===== src/rtl/pcinc_pkg.sv =====
package pcinc_pkg;
    localparam int unsigned PC_W        = 32;
    localparam int unsigned LOW_W       = 3;
    localparam int unsigned BASE_BYTES  = 1;
    localparam int unsigned REG_BYTES   = 1;
    localparam int unsigned CONST_BYTES = 4;
endpackage


===== src/rtl/pcinc_len_enc.sv =====
module pcinc_len_enc #(
    parameter int unsigned LOW_W       = pcinc_pkg::LOW_W,
    parameter int unsigned BASE_BYTES  = pcinc_pkg::BASE_BYTES,
    parameter int unsigned REG_BYTES   = pcinc_pkg::REG_BYTES,
    parameter int unsigned CONST_BYTES = pcinc_pkg::CONST_BYTES
) (
    input  logic             has_regbyte,
    input  logic             has_const,
    output logic [LOW_W-1:0] len
);
    localparam logic [LOW_W-1:0] BASE_L  = LOW_W'(BASE_BYTES);
    localparam logic [LOW_W-1:0] REG_L   = LOW_W'(REG_BYTES);
    localparam logic [LOW_W-1:0] CONST_L = LOW_W'(CONST_BYTES);

    // Summing the parts in LOW_W bits is safe: the largest sum, 6, fits in 3 bits.
    always_comb begin
        len = BASE_L;
        if (has_regbyte) len = len + REG_L;
        if (has_const)   len = len + CONST_L;
    end
endmodule


===== src/rtl/pcinc_low_add.sv =====
module pcinc_low_add #(
    parameter int unsigned LOW_W = pcinc_pkg::LOW_W
) (
    input  logic [LOW_W-1:0] low_in,
    input  logic [LOW_W-1:0] addend,
    output logic [LOW_W-1:0] sum,
    output logic             carry
);
    logic [LOW_W:0] wide;

    always_comb begin
        wide  = {1'b0, low_in} + {1'b0, addend};
        sum   = wide[LOW_W-1:0];
        carry = wide[LOW_W];
    end
endmodule


===== src/rtl/pcinc_high_inc.sv =====
module pcinc_high_inc #(
    parameter int unsigned HIGH_W = pcinc_pkg::PC_W - pcinc_pkg::LOW_W
) (
    input  logic [HIGH_W-1:0] high_in,
    output logic [HIGH_W-1:0] high_p1
);
    // Depends only on the PC, so it settles while the memory read is in flight.
    always_comb high_p1 = high_in + HIGH_W'(1);
endmodule


===== src/rtl/pcinc_fast.sv =====
module pcinc_fast #(
    parameter int unsigned PC_W       = pcinc_pkg::PC_W,
    parameter int unsigned LOW_W      = pcinc_pkg::LOW_W,
    parameter bit          SPLIT_ADD  = 1'b1
) (
    input  logic             clk,
    input  logic             rst_n,
    input  logic             in_valid,
    input  logic [PC_W-1:0]  pc,
    input  logic             has_regbyte,
    input  logic             has_const,
    output logic [LOW_W-1:0] insn_len,
    output logic [PC_W-1:0]  next_pc,
    output logic [PC_W-1:0]  next_pc_q,
    output logic             out_valid
);
    localparam int unsigned HIGH_W = PC_W - LOW_W;

    typedef struct packed {
        logic            vld;
        logic [PC_W-1:0] npc;
    } state_t;

    state_t state_d, state_q;
    logic [LOW_W-1:0] len_w;
    logic [PC_W-1:0]  sum_w;

    pcinc_len_enc #(.LOW_W(LOW_W)) i_len (
        .has_regbyte (has_regbyte),
        .has_const   (has_const),
        .len         (len_w)
    );

    generate
        if (SPLIT_ADD) begin : g_split
            logic [LOW_W-1:0]  low_sum;
            logic              low_carry;
            logic [HIGH_W-1:0] high_p1;

            pcinc_high_inc #(.HIGH_W(HIGH_W)) i_hi (
                .high_in (pc[PC_W-1:LOW_W]),
                .high_p1 (high_p1)
            );

            pcinc_low_add #(.LOW_W(LOW_W)) i_lo (
                .low_in (pc[LOW_W-1:0]),
                .addend (len_w),
                .sum    (low_sum),
                .carry  (low_carry)
            );

            // The late-arriving low carry drives only this select.
            always_comb sum_w = {low_carry ? high_p1 : pc[PC_W-1:LOW_W], low_sum};
        end else begin : g_flat
            always_comb sum_w = pc + PC_W'(len_w);
        end
    endgenerate

    always_comb begin
        state_d     = state_q;
        state_d.vld = in_valid;
        if (in_valid) state_d.npc = sum_w;
    end

    always_ff @(posedge clk or negedge rst_n) begin
        if (!rst_n) state_q <= '0;
        else        state_q <= state_d;
    end

    assign insn_len  = len_w;
    assign next_pc   = sum_w;
    assign next_pc_q = state_q.npc;
    assign out_valid = state_q.vld;
endmodule


===== config.mk =====
export PLATFORM = sky130hd
export DESIGN_NAME = pcinc_fast
export DESIGN_NICKNAME = d
export VERILOG_FILES = /design/src/rtl/pcinc_pkg.sv /design/src/rtl/pcinc_len_enc.sv /design/src/rtl/pcinc_low_add.sv /design/src/rtl/pcinc_high_inc.sv /design/src/rtl/pcinc_fast.sv
export SDC_FILE = /design/constraint.sdc
export NUM_CORES = 1
export LEC_CHECK = 0
export BUFFER_PORTS_ARGS = -buffer_cell sky130_fd_sc_hd__buf_2
export CAP_MARGIN = 10
export CORE_MARGIN = 2
export CORE_UTILIZATION = 43
export DETAILED_ROUTE_END_ITERATION = 16
export PLACE_DENSITY = 0.75
export SLEW_MARGIN = 15
export SYNTH_ARGS = -nofsm -noshare
export SYNTH_HDL_FRONTEND = slang
export SYNTH_SLANG_ARGS = --single-unit
export TNS_END_PERCENT = 5

===== constraint.sdc =====
create_clock -name clk -period 3.88 [get_ports clk]
set_input_delay 0.582 -clock clk [delete_from_list [all_inputs] [get_ports clk]]
set_output_delay 0.582 -clock clk [all_outputs]
set_load 0.02 [all_outputs]

==> out/qor.txt, run 1 <==
Slew headroom: 29.1%
Post-synth EDFFs: 0
initial drt markers: 118
Final period util: 83.5%
DR vias: 2350
clock buffer count from CTS: 5
CTS sink cnt: 33
share of the synthesized area in the top cell type: 36.9%
post-synth net total: 300
Slew @ Worst Pin: 1.06 ns
max-slew violation count: 0
top_reg_cell synth: dfrtp_1
Syn Area/Cell: 8.68 um2
largest net degree at the start of global routing: 63
Seq/Total Area, Yosys: 36.9%
RR Endpoint: next_pc_q[28]
Routed WL: 5.98 mm
MaxCap Viol Count: 0
# DRC: 0
maximum clock rate: 309 MHz
CP Max Fanout: 16
CP Capture Type: primary output
Post-CTS Hold Fix Bufs: 0
Post-DP HPWL: 4.39 mm
WHS: 0.373 ns
CP bufs+invs: 3
Area Growth Syn to Fin: 28.1%
Final Skew: 0 ns
DIE HEIGHT: 76.2 um
GRT Total Usage: 20.5%
post-route setup TNS: 0 ns
r2r setup slk: 2.86 ns
Fin. Hold Viols: 0
Synth Instances: 258
post-layout net count: 396
Top Ports: 105
root buf cell: clkbuf_8
CTS tree: yes
worst path arrival time: 2.66 ns
Cell Rows: 26
hold crit path type: input pin to asynchronous set/reset pin
drt wl/cell: 14.1 um
initial cell density of the core: 44.1%
ys async rst share: 100%
H-tree levels: 2
Die Wd: 76.2 um
Final Critical Period: 3.24 ns
Worst Setup Path Type: input pin to primary output
post-CTS resize count: 0
core box area: 5070 um2
Die Area: 5800 um2
Setup Viol. Count Final: 0
layout cells sized above 1: 36.2%
Yosys cell types: 40
Critical R2R Launch: next_pc_q[28]
area leader, netlist: dfrtp_1
critical path cell sequence: buf_2, inv_1, ha_1, a211oi_2, or3_1, or4_1, nand2_1, buf_2
vias per cell: 5.54
status: finished clean
Post-DRT Antenna Nets: 0
antenna violations before repair: 0
LEAKAGE: 1.33 nW
DR pass1 iterations: 4
Critical Path RT: 3.30 ns
Clock Path Buffers: 2
# Post-CTS Setup Buffers: 0
unrepaired setup endpoints after global routing: no
reg2reg path depth: 3
gr ovfl total: 0
Synth Warn #: 0
CP peak stage delay: 0.65 ns
PwrDens: 335 nW/um2
top cells by area, synth: dfrtp_1, mux2_2, nand2_1
nature of the critical path startpoint: input pin
clock transition at the registers of the reported paths: 0.07 ns
vias in the first global route: 2147
first-pass GRT wire length: 9.77 mm
PortBufs: 104
cell family with most CP delay: simple AND/OR/NAND/NOR gates
# diodes: 0
worst vdd ir: 0.243 mV
Cell Area, Synth: 2240 um2
Worst-Skew Late Latency: 0.28 ns
gpl congestion: 0.817
#FFs+latches synth: 33
Final Total Pwr: 961 uW
Worst path slowest cell: or3_1
CP dominant cell by count: buf_2
[stage by stage]
step                util [%]  std cells  setup slack [ns]  area (um2)
finish                  56.5        424             0.640        2870
global route            56.5        424             0.488        2870
CTS                     56.5        424             0.624        2870
detailed placement      54.8        417             0.625        2780
global placement        54.8        417             0.700        2780
floorplan                  -        258             0.808        2240
[registers in the layout (all words and copies together), names as in the netlist]
register	flops
out_valid	1
next_pc_q	32
[cells by family (layout without fill, tap and decap cells)]
logic type	count (synthesis)	count (layout)	synth area share, %
simple gates	121	121	28.8
buf+inv	28	124	5.48
mux	12	12	6.04
flops	33	33	36.9
compound gates	46	46	14.5
xor+xnor	13	13	5.09
fa+ha+maj	5	5	3.13
[metal layers]
layer  vias to the layer above  share of wire, %  global-route usage [%]
li1                       1158                 -                       -
met1                      1092                45                    26.4
met2                        95                46                    33.8
met3                         5               8.7                    6.16
met4                         0              0.60                    5.45
met5                         -                 0                       0
[worst max-delay path by stage]
stage                     start  cells after the start     endpoint
floorplan           has_regbyte                      8  next_pc[28]
global placement    has_regbyte                      8  next_pc[22]
detailed placement  has_regbyte                      8  next_pc[22]
CTS                 has_regbyte                      8  next_pc[22]
global route        has_regbyte                      8  next_pc[22]
finish              has_regbyte                      8  next_pc[22]
[report_power, final]
part	internal (mW)	total, mW	switching (mW)
Clock	0.141	0.264	0.123
Sequential	0.382	0.400	0.0180
Combinational	0.108	0.297	0.190
Total	0.630	0.961	0.331
[final cells by class]
class	instances	area (um2)
sequential	33	826
multi-input combinational	197	1290
inverter	11	41.3
clock buffer	7	86.3
tap	70	87.6
fill	507	2210
timing repair buffer	106	536
[cells in the mapped netlist, types with 3 or more instances]
cell	instances
a31oi_1	16
and3_1	7
and4_1	6
ha_1	4
nand2_1	33
or4_1	10
dfrtp_1	33
nor2_1	20
nor4_1	5
clkbuf_1	11
inv_1	11
xor2_1	7
nand4_1	13
mux2_2	12
o21ai_0	5
or3_1	5
nor3_1	3
nand3_1	11
o31ai_1	11
xnor2_1	6
buf_4	4
[cells in the final DEF, fill, tap and decap left out, types with 3 or more instances in the layout]
| cell type | n |
|---|---|
| or3_1 | 5 |
| ha_1 | 4 |
| nand4_1 | 13 |
| and4_1 | 6 |
| nor2_1 | 20 |
| xor2_1 | 7 |
| clkbuf_8 | 6 |
| inv_1 | 11 |
| and3_1 | 7 |
| o21ai_0 | 5 |
| o31ai_1 | 11 |
| buf_2 | 104 |
| a31oi_1 | 16 |
| or4_1 | 10 |
| nand3_1 | 11 |
| dfrtp_1 | 33 |
| xnor2_1 | 6 |
| nor3_1 | 3 |
| nor4_1 | 5 |
| nand2_1 | 33 |
| mux2_2 | 12 |
[worst reg2reg max path, cell delays in order, from the launching register on]
cell and delay, ns:
dfrtp_1 0.39, inv_1 0.06, o221ai_1 0.09, or3b_1 0.37
(Power assumes the default switching activity.)
==> run 2, diff against run 1 <==
--- a/config.mk
+++ b/config.mk
@@ -5,12 +5,13 @@
 export SDC_FILE = /design/constraint.sdc
 export NUM_CORES = 1
 export LEC_CHECK = 0
+export ABC_AREA = 1
 export BUFFER_PORTS_ARGS = -buffer_cell sky130_fd_sc_hd__buf_2
 export CAP_MARGIN = 10
 export CORE_MARGIN = 2
 export CORE_UTILIZATION = 43
 export DETAILED_ROUTE_END_ITERATION = 16
-export PLACE_DENSITY = 0.75
+export PLACE_DENSITY = 0.74
 export SLEW_MARGIN = 15
 export SYNTH_ARGS = -nofsm -noshare
 export SYNTH_HDL_FRONTEND = slang
==> constraint.sdc (replaced) <==
create_clock -name clk -period 3.08 [get_ports clk]
set_input_delay 0.462 -clock clk [delete_from_list [all_inputs] [get_ports clk]]
set_output_delay 0.462 -clock clk [all_outputs]
set_load 0.02 [all_outputs]
==> run 2 against run 1 <==
  * Sequential cell count stayed put
  * Via count up 1.7%
  * Critical path depth rose by 1
  * Synthesized cell count grew 30%
  * Worst hold slack worse by 0.14 ns
  * Critical endpoint is now next_pc[24]
  * Largest cell class unchanged
==> out/qor.txt, run 2 <==
most frequent cells in the layout: nand2_1, buf_2, inv_1 (was buf_2, nand2_1, dfrtp_1)
Synth Warn #: 0 (unchanged)
CP endpoint: next_pc[24] (was next_pc[22])
Fill cells: 531 (was 507)
max-slew violation count: 0 (unchanged)
layout cells sized above 1: 29.5% (was 36.2%)
worst path arrival time: 1.99 ns (was 2.66 ns)
reg2reg path depth: 2 (was 3)
CP Capture Type: primary output (unchanged)
post-route design area: 2960 um2 (was 2870 um2)
antenna violations before repair: 0 (unchanged)
post-route setup TNS: 0 ns (unchanged)
post-synth net total: 377 (was 300)
Yosys cell types: 30 (was 40)
MaxCap Viol Count: 0 (unchanged)
CP bufs+invs: 2 (was 3)
DIE HEIGHT: 76.8 um (was 76.2 um)
Final period util: 79.6%
GRT Total Usage: 20.9% (was 20.5%)
Worst path slowest cell: ha_1 (was or3_1)
Final Total Pwr: 1.28 mW (was 961 uW)
unrepaired setup endpoints after global routing: no (unchanged)
Die Area: 5890 um2 (was 5800 um2)
most frequent cell after synthesis: nand2_1
Syn Area/Cell: 6.79 um2 (was 8.68 um2)
Post-DP HPWL: 4.73 mm (was 4.39 mm)
Critical R2R Launch: next_pc_q[4] (was next_pc_q[28])
gpl congestion: 0.875 (was 0.817)
Critical Path RT: 2.62 ns (was 3.30 ns)
largest net degree at the start of global routing: 34 (was 63)
CP peak stage delay: 0.31 ns (was 0.65 ns)
Area Growth Syn to Fin: 30.2% (was 28.1%)
Fin. Hold Viols: 0 (unchanged)
Clock Path Buffers: 2 (unchanged)
worst vdd ir: 0.198 mV (was 0.243 mV)
post-CTS resize count: 0 (unchanged)
Post-synth EDFFs: 0 (unchanged)
# diodes: 0 (unchanged)
LEAKAGE: 1.75 nW (was 1.33 nW)
top_reg_cell synth: dfrtp_1 (unchanged)
post-layout net count: 481 (was 396)
area leader, netlist: dfrtp_1 (unchanged)
Final Skew: 0 ns (unchanged)
H-tree levels: 2 (unchanged)
WHS: 0.229 ns (was 0.373 ns)
Setup Viol. Count Final: 0 (unchanged)
Seq/Total Area, Yosys: 36.3% (was 36.9%)
Post-CTS Hold Fix Bufs: 0 (unchanged)
drt wl/cell: 12.0 um (was 14.1 um)
Slew headroom: 50.9% (was 29.1%)
root buf cell: clkbuf_8 (unchanged)
# DRC: 0 (unchanged)
DR vias: 2391 (was 2350)
Final Util: 58.0% (was 56.5%)
CP Max Fanout: 10 (was 16)
Top Ports: 105 (unchanged)
Synth Instances: 335 (was 258)
Cell Rows: 26 (unchanged)
PortBufs: 104 (unchanged)
status: finished clean (unchanged)
max FFs per register: 32 (unchanged)
RR Endpoint: next_pc_q[4] (was next_pc_q[28])
CTS sink cnt: 33 (unchanged)
Post-synth top cells: nand2_1, inv_1, dfrtp_1 (was dfrtp_1, nand2_1, nor2_1)
Worst Setup Path Type: input pin to primary output (unchanged)
critical path cell sequence: buf_2, ha_1, nand3_1, nand3_2, nand2_1, nor2_4, nand3_1, and2_1, buf_2 (was buf_2, inv_1, ha_1, a211oi_2, or3_1, or4_1, nand2_1, buf_2)
top cells by area, synth: dfrtp_1, nand2_1, inv_1 (was dfrtp_1, mux2_2, nand2_1)
CTS tree: yes (unchanged)
most common cell after layout, fill and taps aside: nand2_1 (was buf_2)
Final Critical Period: 2.45 ns
Cell Area, Synth: 2280 um2 (was 2240 um2)
Routed WL: 6.10 mm (was 5.98 mm)
PwrDens: 432 nW/um2 (was 335 nW/um2)
vias in the first global route: 2217 (was 2147)
Placed Area: 2850 um2 (was 2780 um2)
Worst Setup SP: has_const (was has_regbyte)
maximum clock rate: 408 MHz
#FFs+latches synth: 33 (unchanged)
Slew @ Worst Pin: 0.736 ns (was 1.06 ns)
clock buffer count from CTS: 5 (unchanged)
share of the synthesized area in the top cell type: 36.3% (was 36.9%)
first-pass GRT wire length: 10.0 mm (was 9.77 mm)
nature of the critical path startpoint: input pin (unchanged)
ys async rst share: 100% (unchanged)
cell family with most CP delay: simple AND/OR/NAND/NOR gates (unchanged)
vias per cell: 4.69 (was 5.54)
core box area: 5110 um2 (was 5070 um2)
Die Wd: 76.8 um (was 76.2 um)
gr ovfl total: 0 (unchanged)
FF/Latch Area: 826 um2 (unchanged)
r2r setup slk: 2.42 ns (was 2.86 ns)
DR pass1 iterations: 4 (unchanged)
hold crit path type: input pin to asynchronous set/reset pin (unchanged)
Worst-Skew Late Latency: 0.28 ns (about the same)
clock transition at the registers of the reported paths: 0.07 ns (about the same)
initial drt markers: 117 (was 118)
# Post-CTS Setup Buffers: 0 (unchanged)
cell count along the critical path: 9 (was 8)
Post-DRT Antenna Nets: 0 (unchanged)
Multi-input gate area: 1240 um2 (was 1290 um2)
initial cell density of the core: 44.6% (was 44.1%)
==> run 2: where the power goes <==
part	internal, mW	switching, mW	leakage [nW]
Clock	0.264	0.159	0.0585
Sequential	0.476	0.0208	0.401
Combinational	0.117	0.244	1.29
==> run 2: cell families (layout without fill, tap and decap cells) <==
logic type | count (synthesis) | in the layout | synth area share (%)
AOI/OAI and AO/OA | 7 | 7 | 1.81
buffers and inverters | 50 | 155 | 9.02
and+or+nand+nor | 227 | 227 | 44.5
DFF | 33 | 33 | 36.3
xor gates and xnor gates | 13 | 13 | 5.33
adders and majority gates | 5 | 5 | 3.08
==> run 2: through the flow <==
stage	std cells	setup WS, ns
CTS	510	0.619
floorplan	335	0.860
global placement	502	0.654
detailed placement	502	0.627
finish	510	0.627
global route	510	0.521
==> run 2: cell type report <==
cell class / instances / share of cell area (%)
multi-input combinational: 252 / 42.0
sequential: 33 / 27.9
timing repair buffer: 106 / 18.1
inverter: 41 / 5.19
tap: 70 / 2.95
clock buffer: 7 / 2.91
clock inverter: 1 / 1.01
==> run 2: worst min path at each step <==
| stage | from | endpoint | slack (ns) | cells after the start |
|---|---|---|---|---|
| after global routing | rst_n | next_pc_q[13] | 0.29 | 1 |
| after detailed placement | next_pc_q[3] | next_pc_q[3] | 0.46 | 2 |
| after floorplan | rst_n | next_pc_q[0] | 0.17 | 0 |
| after global placement | next_pc_q[0] | next_pc_q[0] | 0.45 | 2 |
| final | rst_n | next_pc_q[13] | 0.23 | 1 |
| after CTS | rst_n | next_pc_q[13] | 0.26 | 1 |
==> run 2: routing by layer <==
| layer | share of wire [%] | vias up | global-route usage, % |
|---|---|---|---|
| met4 | 1.1 | 0 | 7.64 |
| met3 | 4.9 | 7 | 2.82 |
| li1 | - | 1234 | - |
| met2 | 49 | 68 | 35.6 |
| met5 | 0 | - | 0 |
| met1 | 46 | 1082 | 27.0 |
==> run 3, diff against run 2 <==
==> constraint.sdc (replaced) <==
create_clock -name clk -period 2.4 [get_ports clk]
set_input_delay 0.36 -clock clk [delete_from_list [all_inputs] [get_ports clk]]
set_output_delay 0.36 -clock clk [all_outputs]
set_load 0.02 [all_outputs]
==> run 3 against run 2 <==
  * Final cell count unchanged
  * Wire length is 0.51% lower
  * Clock-buffer cell count unchanged
  * Die area unchanged
  * Via count increased by 1.9%
  * Critical endpoint is now next_pc[21]
  * Largest power group unchanged
  * Highest routed layer unchanged
==> out/qor.txt, run 3 (synthesized netlist as in run 2, its figures left out) <==
Slew @ Worst Pin: 0.721 ns (was 0.736 ns)
DR pass1 iterations: 4 (unchanged)
Post-DRT Antenna Nets: 0 (unchanged)
# Post-CTS Setup Buffers: 0 (unchanged)
CP Capture Type: primary output (unchanged)
status: finished clean (unchanged)
Die Wd: 76.8 um (unchanged)
drt wl/cell: 11.9 um (was 12.0 um)
clock buffer count from CTS: 5 (unchanged)
LEAKAGE: 1.74 nW (was 1.75 nW)
WHS: 0.131 ns (was 0.229 ns)
DR vias: 2436 (was 2391)
initial cell density of the core: 44.6% (unchanged)
DIE HEIGHT: 76.8 um (unchanged)
Setup Viol. Count Final: 0 (unchanged)
# diodes: 0 (unchanged)
hold crit path type: input pin to asynchronous set/reset pin (unchanged)
Final Critical Period: 2.24 ns
reg2reg path depth: 2 (unchanged)
post-layout net count: 482 (was 481)
Worst Setup Path Type: input pin to primary output (unchanged)
worst path arrival time: 1.88 ns (was 1.99 ns)
Worst-Skew Late Latency: 0.27 ns (was 0.28 ns)
root buf cell: clkbuf_8 (unchanged)
gr ovfl total: 0 (unchanged)
# DRC: 0 (unchanged)
Top Ports: 105 (unchanged)
Routed WL: 6.07 mm (was 6.10 mm)
Slew headroom: 51.9% (was 50.9%)
vias per cell: 4.78 (was 4.69)
CP Max Fanout: 19 (was 10)
nature of the critical path startpoint: input pin (unchanged)
maximum clock rate: 446 MHz
most frequent cells in the layout: nand2_1, buf_2, inv_1 (unchanged)
Critical Path RT: 2.04 ns (was 2.62 ns)
Die Area: 5890 um2 (unchanged)
Final period util: 93.5%
antenna violations before repair: 0 (unchanged)
MaxCap Viol Count: 0 (unchanged)
core box area: 5110 um2 (unchanged)
post-CTS resize count: 0 (unchanged)
vias in the first global route: 2268 (was 2217)
Area Growth Syn to Fin: 29.2% (was 30.2%)
most common cell after layout, fill and taps aside: nand2_1 (unchanged)
Cell Rows: 26 (unchanged)
post-route setup TNS: 0 ns (unchanged)
CTS sink cnt: 33 (unchanged)
Final Skew: 0 ns (unchanged)
PortBufs: 104 (unchanged)
unrepaired setup endpoints after global routing: no (unchanged)
GRT Total Usage: 21.2% (was 20.9%)
layout cells sized above 1: 29.5% (unchanged)
Clock Path Buffers: 2 (unchanged)
Fin. Hold Viols: 0 (unchanged)
Post-CTS Hold Fix Bufs: 0 (unchanged)
PwrDens: 517 nW/um2 (was 432 nW/um2)
largest net degree at the start of global routing: 34 (unchanged)
initial drt markers: 85 (was 117)
worst vdd ir: 0.242 mV (was 0.198 mV)
first-pass GRT wire length: 10.2 mm (was 10.0 mm)
gpl congestion: 0.897 (was 0.875)
max FFs per register: 32 (unchanged)
clock transition at the registers of the reported paths: 0.07 ns (about the same)
max-slew violation count: 0 (unchanged)
H-tree levels: 2 (unchanged)
Post-DP HPWL: 4.80 mm (was 4.73 mm)
CTS tree: yes (unchanged)
[run 3: report_power, final]
group | internal, mW | switching [mW]
Combinational | 0.152 | 0.313
Sequential | 0.611 | 0.0273
Clock | 0.227 | 0.189
Total | 0.990 | 0.530
[run 3: through the flow]
| step | instances | utilization [%] | setup WS [ns] | area, um2 | total power, mW |
|---|---|---|---|---|---|
| 2_1_floorplan | 335 | - | 0.384 | 2280 | 0.927 |
| 3_3_place_gp | 503 | 55.9 | 0.191 | 2860 | 1.11 |
| 3_5_place_dp | 503 | 55.9 | 0.157 | 2860 | 1.12 |
| 4_1_cts | 510 | 57.6 | 0.145 | 2940 | 1.54 |
| 5_1_grt | 510 | 57.6 | 0.0827 | 2940 | 1.62 |
| 6_report | 510 | 57.6 | 0.157 | 2940 | 1.52 |
[run 3: worst max-delay path: stages]
cell and delay (ns):
buf_2 0.10, ha_1 0.33, nand2_1 0.12, nand2_1 0.09, nor2_4 0.29, nor2_8 0.13, a21o_1 0.18, and2_1 0.12
buf_2 0.15
[run 3: final timing paths]
| path | to | slack (ns) | from |
|---|---|---|---|
| worst max-delay path | next_pc[21] | 0.16 | pc[2] |
| worst min-delay path | next_pc_q[5] | 0.13 | rst_n |
| worst max register to register | next_pc_q[19] | 1.75 | next_pc_q[19] |
| worst min register to register | next_pc_q[27] | 0.47 | next_pc_q[27] |
| max in group asynchronous | next_pc_q[31] | 1.80 | rst_n |
| min in group clk | next_pc_q[9] | 0.40 | pc[9] |
[run 3: routing by layer]
| metal | global-route usage [%] | vias up | share of wire [%] |
|---|---|---|---|
| met5 | 0 | - | 0 |
| met4 | 7.27 | 0 | 1.7 |
| met3 | 4.47 | 8 | 4.7 |
| met2 | 35.4 | 60 | 49 |
| met1 | 27.2 | 1132 | 44 |
| li1 | - | 1236 | - |
[run 3: area by class of cell]
cell class | count | area [um2]
clock buffer | 7 | 86.3
multi-input combinational | 252 | 1240
timing repair buffer | 107 | 543
fill | 514 | 2170
inverter | 41 | 154
tap | 70 | 87.6
sequential | 33 | 826
